--- src/rtl/i2cm_pkg.sv ---
// Shared constants and types for the register-driven I2C master.
// Assumes an 8-bit register bus and a 7-bit status word.
package i2cm_pkg;
    localparam int REG_W  = 8;
    localparam int STAT_W = 7;

    // Register select codes
    typedef enum logic [1:0] {
        SEL_CTRL = 2'd0,
        SEL_STAT = 2'd1,
        SEL_ADDR = 2'd2,
        SEL_DATA = 2'd3
    } reg_sel_e;

    // Control bit positions
    localparam int C_SCL   = 6;
    localparam int C_SDA   = 5;
    localparam int C_OVR   = 4;
    localparam int C_EN    = 3;
    localparam int C_STOP  = 1;
    localparam int C_START = 0;

    // Status bit positions
    localparam int S_NACK  = 6;
    localparam int S_ARB   = 5;
    localparam int S_STOP  = 4;
    localparam int S_EMPTY = 3;
    localparam int S_SENT  = 2;
    localparam int S_RECV  = 1;
    localparam int S_ADDR  = 0;

    // Engine phases
    typedef enum logic [2:0] {
        E_IDLE,
        E_START,
        E_TX,
        E_RX,
        E_HOLD,
        E_STOP
    } eng_state_e;
endpackage

--- src/rtl/i2cm_regs.sv ---
// Register file of the I2C master: control fields, target byte, data byte,
// status word with write-zero-to-clear, and a one-shot start request.
// Assumes the engine's set pulses and receive strobe are single-cycle.
module i2cm_regs
    import i2cm_pkg::*;
#(
    parameter int DATA_W = 8
) (
    input  logic              clk,
    input  logic              rst_n,
    input  logic              we,
    input  logic [1:0]        sel,
    input  logic [DATA_W-1:0] wdata,
    input  logic [STAT_W-1:0] set_mask,
    input  logic              rx_we,
    input  logic [DATA_W-1:0] rx_data,
    input  logic              start_take,
    output logic              en_o,
    output logic              stop_o,
    output logic              ovr_o,
    output logic              fscl_o,
    output logic              fsda_o,
    output logic              start_req_o,
    output logic [DATA_W-1:0] addr_o,
    output logic [DATA_W-1:0] data_o,
    output logic [STAT_W-1:0] status_o
);
    logic              wr_ctrl, wr_stat, wr_addr, wr_data;
    logic [STAT_W-1:0] stat_nxt;

    // Decode the write strobe per register
    always_comb begin
        wr_ctrl = we && (sel == SEL_CTRL);
        wr_stat = we && (sel == SEL_STAT);
        wr_addr = we && (sel == SEL_ADDR);
        wr_data = we && (sel == SEL_DATA);
    end

    // Next status: software clears with zeros, engine sets win
    always_comb begin
        stat_nxt = status_o;
        if (wr_stat) stat_nxt = status_o & wdata[STAT_W-1:0];
        stat_nxt = stat_nxt | set_mask;
    end

    // Control fields and start request
    always_ff @(posedge clk) begin
        if (!rst_n) begin
            en_o        <= 1'b0;
            stop_o      <= 1'b0;
            ovr_o       <= 1'b0;
            fscl_o      <= 1'b0;
            fsda_o      <= 1'b0;
            start_req_o <= 1'b0;
        end else if (wr_ctrl) begin
            en_o        <= wdata[C_EN];
            stop_o      <= wdata[C_STOP];
            ovr_o       <= wdata[C_OVR];
            fscl_o      <= wdata[C_SCL];
            fsda_o      <= wdata[C_SDA];
            start_req_o <= wdata[C_EN] & wdata[C_START];
        end else if (start_take) begin
            start_req_o <= 1'b0;
        end
    end

    // Target byte, data byte and status word
    always_ff @(posedge clk) begin
        if (!rst_n) begin
            addr_o   <= '0;
            data_o   <= '0;
            status_o <= '0;
        end else begin
            status_o <= stat_nxt;
            if (wr_addr) addr_o <= wdata;
            if (rx_we)        data_o <= rx_data;
            else if (wr_data) data_o <= wdata;
        end
    end
endmodule

--- src/rtl/i2cm_engine.sv ---
// Bit engine of the I2C master: START, byte shift out/in, ACK bit,
// hold with SCL low, repeated START and STOP, one quarter-bit per tick.
// Assumes phase_pend reflects the status word one cycle after set_mask.
module i2cm_engine
    import i2cm_pkg::*;
#(
    parameter int DATA_W = 8
) (
    input  logic              clk,
    input  logic              rst_n,
    input  logic              tick,
    input  logic              enable,
    input  logic              freeze,
    input  logic              stop_req,
    input  logic              start_req,
    input  logic              phase_pend,
    input  logic [DATA_W-1:0] addr_byte,
    input  logic [DATA_W-1:0] data_byte,
    input  logic              sda_in,
    output logic              start_take,
    output logic [STAT_W-1:0] set_mask,
    output logic              rx_we,
    output logic [DATA_W-1:0] rx_data,
    output logic              scl_low,
    output logic              sda_low
);
    localparam int CNT_W = $clog2(DATA_W + 1);
    localparam logic [CNT_W-1:0] ACK_IDX = CNT_W'(DATA_W);

    eng_state_e        state;
    logic [1:0]        q;
    logic [CNT_W-1:0]  bitn;
    logic [DATA_W-1:0] shreg;
    logic              is_addr, dir_rd, rx_nack, ack_n;

    assign rx_data = shreg;

    // Phase sequencer, shifter and line drivers
    always_ff @(posedge clk) begin
        if (!rst_n) begin
            state      <= E_IDLE;
            q          <= '0;
            bitn       <= '0;
            shreg      <= '0;
            is_addr    <= 1'b0;
            dir_rd     <= 1'b0;
            rx_nack    <= 1'b0;
            ack_n      <= 1'b0;
            scl_low    <= 1'b0;
            sda_low    <= 1'b0;
            set_mask   <= '0;
            rx_we      <= 1'b0;
            start_take <= 1'b0;
        end else begin
            set_mask   <= '0;
            rx_we      <= 1'b0;
            start_take <= 1'b0;
            if (!enable) begin
                state   <= E_IDLE;
                q       <= '0;
                scl_low <= 1'b0;
                sda_low <= 1'b0;
            end else if (tick && !freeze) begin
                q <= q + 2'd1;
                unique case (state)
                    E_IDLE: begin
                        q       <= '0;
                        scl_low <= 1'b0;
                        sda_low <= 1'b0;
                        if (start_req) begin
                            state      <= E_START;
                            start_take <= 1'b1;
                            shreg      <= addr_byte;
                            dir_rd     <= addr_byte[0];
                            rx_nack    <= 1'b0;
                        end
                    end
                    E_START: begin
                        unique case (q)
                            2'd0: sda_low <= 1'b0;
                            2'd1: scl_low <= 1'b0;
                            2'd2: sda_low <= 1'b1;
                            2'd3: begin
                                scl_low <= 1'b1;
                                state   <= E_TX;
                                is_addr <= 1'b1;
                                bitn    <= '0;
                            end
                        endcase
                    end
                    E_TX: begin
                        unique case (q)
                            2'd0: sda_low <= (bitn == ACK_IDX) ? 1'b0 : ~shreg[DATA_W-1];
                            2'd1: scl_low <= 1'b0;
                            2'd2: begin
                                if (bitn == ACK_IDX) begin
                                    ack_n <= sda_in;
                                end else if (!sda_low && !sda_in) begin
                                    set_mask[S_ARB] <= 1'b1;
                                    state   <= E_IDLE;
                                    q       <= '0;
                                    scl_low <= 1'b0;
                                    sda_low <= 1'b0;
                                end
                            end
                            2'd3: begin
                                scl_low <= 1'b1;
                                if (bitn == ACK_IDX) begin
                                    bitn <= '0;
                                    if (ack_n) begin
                                        set_mask[S_NACK] <= 1'b1;
                                        state <= E_STOP;
                                    end else begin
                                        if (is_addr) begin
                                            set_mask[S_ADDR] <= 1'b1;
                                            if (dir_rd) set_mask[S_RECV]  <= 1'b1;
                                            else        set_mask[S_EMPTY] <= 1'b1;
                                        end else begin
                                            set_mask[S_SENT]  <= 1'b1;
                                            set_mask[S_EMPTY] <= 1'b1;
                                        end
                                        state <= E_HOLD;
                                    end
                                end else begin
                                    shreg <= {shreg[DATA_W-2:0], 1'b0};
                                    bitn  <= bitn + 1'b1;
                                end
                            end
                        endcase
                    end
                    E_RX: begin
                        unique case (q)
                            2'd0: begin
                                if (bitn == ACK_IDX) begin
                                    sda_low <= ~stop_req;
                                    rx_nack <= stop_req;
                                end else begin
                                    sda_low <= 1'b0;
                                end
                            end
                            2'd1: scl_low <= 1'b0;
                            2'd2: if (bitn != ACK_IDX) shreg <= {shreg[DATA_W-2:0], sda_in};
                            2'd3: begin
                                scl_low <= 1'b1;
                                if (bitn == ACK_IDX) begin
                                    bitn  <= '0;
                                    rx_we <= 1'b1;
                                    set_mask[S_RECV] <= 1'b1;
                                    state <= E_HOLD;
                                end else begin
                                    bitn <= bitn + 1'b1;
                                end
                            end
                        endcase
                    end
                    E_HOLD: begin
                        q <= '0;
                        if (set_mask == '0 && !phase_pend) begin
                            if (start_req) begin
                                state      <= E_START;
                                start_take <= 1'b1;
                                shreg      <= addr_byte;
                                dir_rd     <= addr_byte[0];
                                rx_nack    <= 1'b0;
                            end else if (dir_rd) begin
                                if (rx_nack) state <= E_STOP;
                                else begin
                                    state <= E_RX;
                                    bitn  <= '0;
                                end
                            end else if (stop_req) begin
                                state <= E_STOP;
                            end else begin
                                state   <= E_TX;
                                is_addr <= 1'b0;
                                shreg   <= data_byte;
                                bitn    <= '0;
                            end
                        end
                    end
                    E_STOP: begin
                        unique case (q)
                            2'd0: sda_low <= 1'b1;
                            2'd1: scl_low <= 1'b0;
                            2'd2: sda_low <= 1'b0;
                            2'd3: begin
                                set_mask[S_STOP] <= 1'b1;
                                state <= E_IDLE;
                            end
                        endcase
                    end
                    default: state <= E_IDLE;
                endcase
            end
        end
    end
endmodule

--- src/rtl/i2c_reg_master.sv ---
// Top of the register-driven I2C master: register file, bit engine and the
// pin selector that picks override levels, engine drive, or release.
// Assumes sda_i is already synchronised to clk.
module i2c_reg_master
    import i2cm_pkg::*;
(
    input  logic              clk,
    input  logic              rst_n,
    input  logic              tick,
    input  logic              reg_we,
    input  logic [1:0]        reg_sel,
    input  logic [REG_W-1:0]  reg_wdata,
    input  logic              sda_i,
    output logic              scl_oe,
    output logic              sda_oe,
    output logic [STAT_W-1:0] status_o,
    output logic [REG_W-1:0]  data_o
);
    logic              c_en, c_stop, c_ovr, c_fscl, c_fsda;
    logic              start_req, start_take, rx_we, phase_pend;
    logic              eng_scl_low, eng_sda_low;
    logic [STAT_W-1:0] eng_set;
    logic [REG_W-1:0]  rx_data, addr_q;

    i2cm_regs #(.DATA_W(REG_W)) u_regs (
        .clk(clk), .rst_n(rst_n), .we(reg_we), .sel(reg_sel), .wdata(reg_wdata),
        .set_mask(eng_set), .rx_we(rx_we), .rx_data(rx_data), .start_take(start_take),
        .en_o(c_en), .stop_o(c_stop), .ovr_o(c_ovr), .fscl_o(c_fscl), .fsda_o(c_fsda),
        .start_req_o(start_req), .addr_o(addr_q), .data_o(data_o), .status_o(status_o)
    );

    // Flags that stall the bus until software clears them
    assign phase_pend = status_o[S_ADDR] | status_o[S_EMPTY] | status_o[S_RECV];

    i2cm_engine #(.DATA_W(REG_W)) u_eng (
        .clk(clk), .rst_n(rst_n), .tick(tick), .enable(c_en), .freeze(c_ovr),
        .stop_req(c_stop), .start_req(start_req), .phase_pend(phase_pend),
        .addr_byte(addr_q), .data_byte(data_o), .sda_in(sda_i),
        .start_take(start_take), .set_mask(eng_set), .rx_we(rx_we), .rx_data(rx_data),
        .scl_low(eng_scl_low), .sda_low(eng_sda_low)
    );

    // Pin selector: override levels, engine drive, or released
    always_comb begin
        if (c_ovr) begin
            scl_oe = ~c_fscl;
            sda_oe = ~c_fsda;
        end else if (c_en) begin
            scl_oe = eng_scl_low;
            sda_oe = eng_sda_low;
        end else begin
            scl_oe = 1'b0;
            sda_oe = 1'b0;
        end
    end
endmodule

--- config.mk ---
export PLATFORM = sky130hd
export DESIGN_NAME = i2c_reg_master
export DESIGN_NICKNAME = d
export VERILOG_FILES = /design/src/rtl/i2cm_pkg.sv /design/src/rtl/i2cm_regs.sv /design/src/rtl/i2cm_engine.sv /design/src/rtl/i2c_reg_master.sv
export SDC_FILE = /design/constraint.sdc
export NUM_CORES = 1
export LEC_CHECK = 0
export BUFFER_PORTS_ARGS = -buffer_cell sky130_fd_sc_hd__clkbuf_2
export CORE_ASPECT_RATIO = 1.75
export CORE_MARGIN = 3
export CORE_UTILIZATION = 35
export CTS_CLUSTER_SIZE = 25
export DETAILED_ROUTE_END_ITERATION = 8
export SLEW_MARGIN = 25
export SYNTH_ARGS = -nofsm -noshare
export SYNTH_HDL_FRONTEND = slang
export SYNTH_HIERARCHICAL = 1
export SYNTH_SLANG_ARGS = --single-unit
export TNS_END_PERCENT = 5
--- constraint.sdc ---
create_clock -name clk -period 2.5 [get_ports clk]
set_input_delay 0.125 -clock clk [delete_from_list [all_inputs] [get_ports clk]]
set_output_delay 0.125 -clock clk [all_outputs]
set_load 0.005 [all_outputs]
== Word-level counts from Yosys, hierarchy flattened ==
Cells that the tools add are included.

* Add/subtract/negate cells: 2
* Equal/unequal tests: 42
* Mux-type cells: 92
* Bitwise operators: 16
* Reductions and logical operators: 43

{| class="wikitable"
|+ Operators with widths
! kind !! number
|-
| $mux W8 || 11
|-
| $mux W3 || 13
|-
| $mux W1 || 35
|-
| $mux W4 || 8
|-
| $pmux W8 S4 || 1
|-
| $reduce_and A11 Y1 || 2
|-
| $ne A2 B1 Y1 const B || 10
|-
| $pmux W3 S6 || 1
|-
| $pmux W1 S2 || 8
|-
| $reduce_and A8 Y1 || 2
|-
| $ne A3 B3 Y1 const B || 5
|-
| $mux W2 || 7
|-
| $ne A2 B2 Y1 const B || 6
|-
| $ne A3 B1 Y1 const B || 4
|-
| $pmux W4 S3 || 1
|-
| $reduce_and A4 Y1 || 3
|-
| $reduce_and A6 Y1 || 2
|-
| $not A1 Y1 || 11
|-
| $ne A3 B2 Y1 const B || 3
|-
| $reduce_and A9 Y1 || 1
|-
| $eq A2 B2 Y1 const B || 4
|-
| $reduce_bool A2 Y1 || 4
|-
| $reduce_bool A4 Y1 || 2
|-
| $and A7 B7 Y7 || 1
|-
| 32 further kinds || 50
|}

* Flip-flop bits (word level): 61
* Bits of input ports: 15

== Longest topological paths before layout ==
* Depth after elaboration: 6
* Depth in mapped cells: 8
* Gate-level depth less buffers: 7

== By module ==
The synthesis kept the hierarchy.

{| class="wikitable"
|+ By module, submodules not included
! module !! times used !! cells an instance !! area an instance (sq um)
|-
| i2cm_engine || 1 || 249 || 2112.0
|-
| i2cm_regs || 1 || 124 || 1137.3
|-
| i2c_reg_master || 1 || 5 || 33.8
|}

== Least setup slack after synthesis ==
No wires, ideal clock.

* Path kind: register to register
* Start point: register u_regs.status_o[3]
* End point: register u_eng.is_addr
* Data arrival time: 1.821 ns
* Data required time: 2.384 ns
* Path slack: 0.563 ns
* Stages on the path, launching flop included: 7
* Buffers on the path: 0
* Cells stage by stage: dfxtp_1 or3_1 or4_4 o21bai_4 nand2_1 or3_1 o211a_1

* Word-level cells in the longest chain between the ends: 6

{| class="wikitable"
|+ Ends and longest elaborated chain
! what !! RTL line !! text
|-
| from (decl) || i2cm_regs.sv:26 || <nowiki>output logic [STAT_W-1:0] status_o</nowiki>
|-
| from (signal assigned) || i2cm_regs.sv:74 || <nowiki>status_o <= stat_nxt;</nowiki>
|-
| $or A1 B1 Y1 (2 in a row) || i2c_reg_master.sv:33 || <nowiki>assign phase_pend = status_o[S_ADDR] | status_o[S_EMPTY] | status_o[S_RECV];</nowiki>
|-
| net phase_pend || i2c_reg_master.sv:20 || <nowiki>logic start_req, start_take, rx_we, phase_pend;</nowiki>
|-
| $logic_not A1 Y1 || i2cm_engine.sv:158 || <nowiki>if (set_mask == '0 && !phase_pend) begin</nowiki>
|-
| $logic_and A1 B1 Y1 || i2cm_engine.sv:158 ||
|-
| $ne A2 B1 Y1 (no source line) || - ||
|-
| $reduce_and A8 Y1 (no source line) || - ||
|-
| to (signal assigned) || i2cm_engine.sv:45 || <nowiki>is_addr <= 1'b0;</nowiki>
|-
| to (signal assigned) || i2cm_engine.sv:86 || <nowiki>is_addr <= 1'b1;</nowiki>
|-
| to (signal assigned) || i2cm_engine.sv:175 || <nowiki>is_addr <= 1'b0;</nowiki>
|-
| to (decl) || i2cm_engine.sv:34 || <nowiki>logic is_addr, dir_rd, rx_nack, ack_n;</nowiki>
|}

The timed path passes the listed nets, and every way through them passes these cells.
A chain may end at the register's enable or synchronous reset.

== Worst setup path after layout ==
* Start point: register u_eng.state[1]
* End point: register u_eng.bitn[2]

* Word-level cells in the longest chain between the ends: 4
* Elaborated cells on any way between the ends: 14
* Those cells by class: eq/ne: 10; mux: 1; reduce/logical: 3

{| class="wikitable"
|+ Ends and longest elaborated chain
! what !! RTL line !! text
|-
| from (decl) || i2cm_engine.sv:30 || <nowiki>eng_state_e state;</nowiki>
|-
| from (signal assigned) || i2cm_engine.sv:41 || <nowiki>state <= E_IDLE;</nowiki>
|-
| from (signal assigned) || i2cm_engine.sv:59 || <nowiki>state <= E_IDLE;</nowiki>
|-
| from (signal assigned) || i2cm_engine.sv:71 || <nowiki>state <= E_START;</nowiki>
|-
| $eq A3 B2 Y1 || i2cm_engine.sv:65 || <nowiki>unique case (state)</nowiki>
|-
| $reduce_or A2 Y1 (no source line) || - ||
|-
| $ne A2 B1 Y1 (no source line) or $reduce_bool A3 Y1 (tied branches) || - ||
|-
| $reduce_and A9 Y1 (no source line) || - ||
|-
| to (signal assigned) || i2cm_engine.sv:126 || <nowiki>bitn <= bitn + 1'b1;</nowiki>
|-
| to (signal assigned) || i2cm_engine.sv:151 || <nowiki>bitn <= bitn + 1'b1;</nowiki>
|-
| to (decl) || i2cm_engine.sv:32 || <nowiki>logic [CNT_W-1:0] bitn;</nowiki>
|}

Parallel ways exist; a longest one is shown, timed or not.

==> results.yml <==
run_status:
  status: "finished, final reports clean"
cts:
  ctsRootBufferMaster: "sky130_fd_sc_hd__clkbuf_16"
  cts-resized-gates: 0
  cts.clk_slew.worst_paths_ns: 0.05
  cts.htree.levels: 3
  clk-insertion-delay-late_ns: 0.33
  cts.sinks: 61
  tritoncts.num_buffers: 9
  max-clock-path-buffers: 2
  cts_hold_buffers: 0
  cts_setup_buffers: 0
  cts_tree: "built"
worst_setup_path:
  number_of_cells_on_the_worst_reg_to_reg_path: 6
  timing.critical_path.from_type: "flip-flop"
  critPathKind: "reg2reg"
  timing.critical_path.from: "u_eng/state[1]"
  setup.worst_path.end_class: "flip-flop"
  slowest_stage_cell_cp: "sky130_fd_sc_hd__dfxtp_1"
  critical_path_cell_by_cell: "buf_4 > or3b_1 > o211ai_1 > nand3_2 > o211ai_1 > o31ai_1"
  critical-path-max-stage-delay_ns: 0.48
  timing.critical_path.mode_cell: "sky130_fd_sc_hd__o211ai_1"
  worstPathBufferInverterCount: 1
  arrival_ns: 2.31
  cp_data_required_time_ns: 2.71
  timing.reg2reg.setup_slack_ns: 0.39
  timing.rr.end: "u_eng/bitn[2]"
  path_max_fanout: 19
  critical_path.reg2reg.startpoint: "u_eng/state[1]"
  worst_path_dominant_cell_family: "simple AND/OR/NAND/NOR gates"
synth:
  synth_top_family_by_area: "simple AND/OR/NAND/NOR gates"
  yosys.area_share.simple: 0.267
  synth_largest_type_area_fraction: 0.372
  syn-cell-area_um2: 3280
  ys.warnings.count: 6
  synthMuxAreaShare: 0.101
  yosysSeqAreaShare: 0.372
  synth_async_sr_flop_share: 0
  synth_area_in_compound_gates: 0.184
  ys_types: 60
  synth_fa_ha_area_frac: 0.0229
  synth_top_flop_cell: "sky130_fd_sc_hd__dfxtp_1"
  synth.largest_area_cell: "sky130_fd_sc_hd__dfxtp_1"
  synth.area.top_cells: "sky130_fd_sc_hd__dfxtp_1, sky130_fd_sc_hd__mux2i_1, sky130_fd_sc_hd__a21oi_1, sky130_fd_sc_hd__nand2_1, sky130_fd_sc_hd__o21ai_0"
  synthesis.nets: 399
  synth_seq_cells: 61
  synthesis.instances: 378
  syn-mean-instance-area_um2: 8.69
  synth_xor_area_frac: 0.00267
  synth_edf_count: 0
route:
  route.antenna.remaining_nets: 0
  routed_via_density: 5.51
  wirelength_um: 9100
  firstDrtPassIters: 4
  remaining_design_rule_violation_count: 0
  drt_first_iter_violations: 230
  routed_wire_length_per_instance_um: 17.2
  num_vias: 2916
die:
  design.portCount: 32
  design.core.area_um2: 9090
  std_cell_rows: 46
  design.die.area_um2: 10600
  die_w_um: 79.2
  initial_utilization: 0.361
  die_height_um: 134
global_routing:
  grt_start_max_net_pins: 61
  globalRouteOverflowTotal: 0
  grt_util_met3: 0.0255
  grt_first_pass_wirelength_um: 14300
  number_of_global_route_vias_before_repair: 2796
  use_met1: 0.191
  grt_antenna_before_repair: 0
  met2_usage: 0.308
  global_router_s_overall_resource_usage: 0.176
  global_route.peak_usage_layer: "met2"
final_layout:
  num-nets-final: 427
  fill_cells: 916
  final_cell_mix: "sky130_fd_sc_hd__dfxtp_1, sky130_fd_sc_hd__nand2_1, sky130_fd_sc_hd__clkbuf_2, sky130_fd_sc_hd__a21oi_1, sky130_fd_sc_hd__nor2_1"
  sequential_cell_area_um2: 1220
  antenna_cells: 0
  layout.cells.non_filler: 529
  post_route_cells_drive_above_1_share: 0.196
  fin_util: 0.418
  multi_input_comb_area_um2: 1890
  final_cell_area_um2: 3800
  mostFrequentLayoutCell: "sky130_fd_sc_hd__dfxtp_1"
  area_delta_synth_final_pct: 15.7
sta:
  min_period_over_period: 0.842
  layout_setup_ws_ns: 0.395
  worst_slew_margin_rel: 0.568
  setup_viol: 0
  rsz0062_at_grt: "false"
  report.final.slew_viol_count: 0
  tightestPinTransition_ns: 0.646
  finalCriticalPeriod_ns: 2.11
  clock.fmax_ghz: 0.475
  final.setup.tns_ns: 0
  finalHoldViolations: 0
  finalClockSkew_ns: 0.00689
placement:
  placed_instance_area_um2: 3520
  globalplace.congestion: 0.975
  dp_hpwl_um: 6670
  place_worst_setup_slack_ns: 0.416
  numPortBuffers: 31
  dpl.cell_count: 515
run:
  number_of_max_cap_violations: 0
power_and_ir_drop:
  leakage_nw: 1.39
  p_per_area_nw_per_um2: 608
  power.ir.vdd_worst_v: 0.000282
hold_path:
  number_of_instances_on_the_worst_hold_path: 3
  worst_min_path_start: "reg_wdata[7]"
  min_to: "u_regs/addr_o[7]"
  min-delay-path-class: "in2reg"
[metal layers]
metal  vias to the layer above  routed length (um)
met1                      1369                3460
met5                         -                   0
met3                        29                 372
li1                       1429                   -
met2                        89                4870
met4                         0                 399
[final cells by class]
cell class                      instances  share of cell area
Multi-Input combinational cell        286               0.499
Sequential cell                        61               0.321
Clock buffer                           12              0.0649
Timing Repair Buffer                   40              0.0586
Tap cell                              120              0.0395
Clock inverter                          2             0.00922
Inverter                                8             0.00790
[registers in the layout (all words and copies together), names as in the netlist, 2 cells and up]
register / count
u_eng/q: 2
u_eng/rx_data: 8
u_regs/status_o: 7
u_eng/bitn: 4
u_eng/state: 3
u_eng/set_mask: 7
u_regs/data_o: 8
u_regs/addr_o: 8
[how the worst max path moves through the flow]
stage	end	depth (start not counted)
floorplan	u_eng/is_addr	6
global placement	u_eng/bitn[2]	6
detailed placement	u_eng/bitn[2]	6
CTS	u_eng/bitn[2]	6
global route	u_eng/rx_data[5]	7
finish	u_eng/bitn[2]	6
[where the power goes]
| group | switching [mW] | internal, mW |
|---|---|---|
| combinational | 0.0702 | 0.0469 |
| sequential | 0.0117 | 0.986 |
| clock | 0.413 | 0.785 |
[Yosys cell counts (2+ instances only)]
cell / count
sky130_fd_sc_hd__or3_1: 5
sky130_fd_sc_hd__nor3_1: 5
sky130_fd_sc_hd__buf_2: 5
sky130_fd_sc_hd__o21ai_0: 23
sky130_fd_sc_hd__nand2b_1: 5
sky130_fd_sc_hd__and3_1: 2
sky130_fd_sc_hd__nor4_1: 3
sky130_fd_sc_hd__nand2_1: 31
sky130_fd_sc_hd__o21ai_1: 8
sky130_fd_sc_hd__nor3b_1: 3
sky130_fd_sc_hd__or2_2: 2
sky130_fd_sc_hd__a311oi_1: 2
sky130_fd_sc_hd__nor2b_1: 17
sky130_fd_sc_hd__or4_4: 2
sky130_fd_sc_hd__or3b_1: 2
sky130_fd_sc_hd__buf_6: 3
sky130_fd_sc_hd__nand4_1: 7
sky130_fd_sc_hd__nand3b_1: 6
sky130_fd_sc_hd__mux2i_1: 24
sky130_fd_sc_hd__ha_1: 6
sky130_fd_sc_hd__nand3_1: 22
sky130_fd_sc_hd__buf_4: 4
sky130_fd_sc_hd__clkbuf_1: 10
sky130_fd_sc_hd__a21oi_1: 31
sky130_fd_sc_hd__a211o_1: 2
sky130_fd_sc_hd__dfxtp_1: 61
sky130_fd_sc_hd__inv_1: 8
sky130_fd_sc_hd__nor4b_1: 3
sky130_fd_sc_hd__o31ai_1: 4
sky130_fd_sc_hd__and2b_2: 2
sky130_fd_sc_hd__mux2_2: 8
sky130_fd_sc_hd__o211ai_1: 10
sky130_fd_sc_hd__nor2_1: 25
[per-stage QoR]
step	hold slack (ns)	power, mW
floorplan	0.281	1.09
global placement	0.401	1.13
detailed placement	0.417	1.13
CTS	0.0764	2.33
global route	0.128	2.38
finish	0.0875	2.31
[cell families (layout without fill, tap and decap cells)]
| kind of cell | count (synthesis) | in the layout |
|---|---|---|
| AND/OR/NAND/NOR | 153 | 153 |
| AO/OA/AOI/OAI | 94 | 94 |
| flip-flops | 61 | 61 |
| multiplexers | 32 | 32 |
| buffers and inverters | 31 | 62 |
| adder cells (fa/ha/maj) | 6 | 6 |
| XOR/XNOR | 1 | 1 |
[worst min-delay path: cells and delay by family]
kind	cells	cell delay [ns]
buffers and inverters	1	0.09
multiplexers	1	0.06
AND/OR/NAND/NOR	1	0.11
No activity file was read; power rests on OpenSTA's default activity.
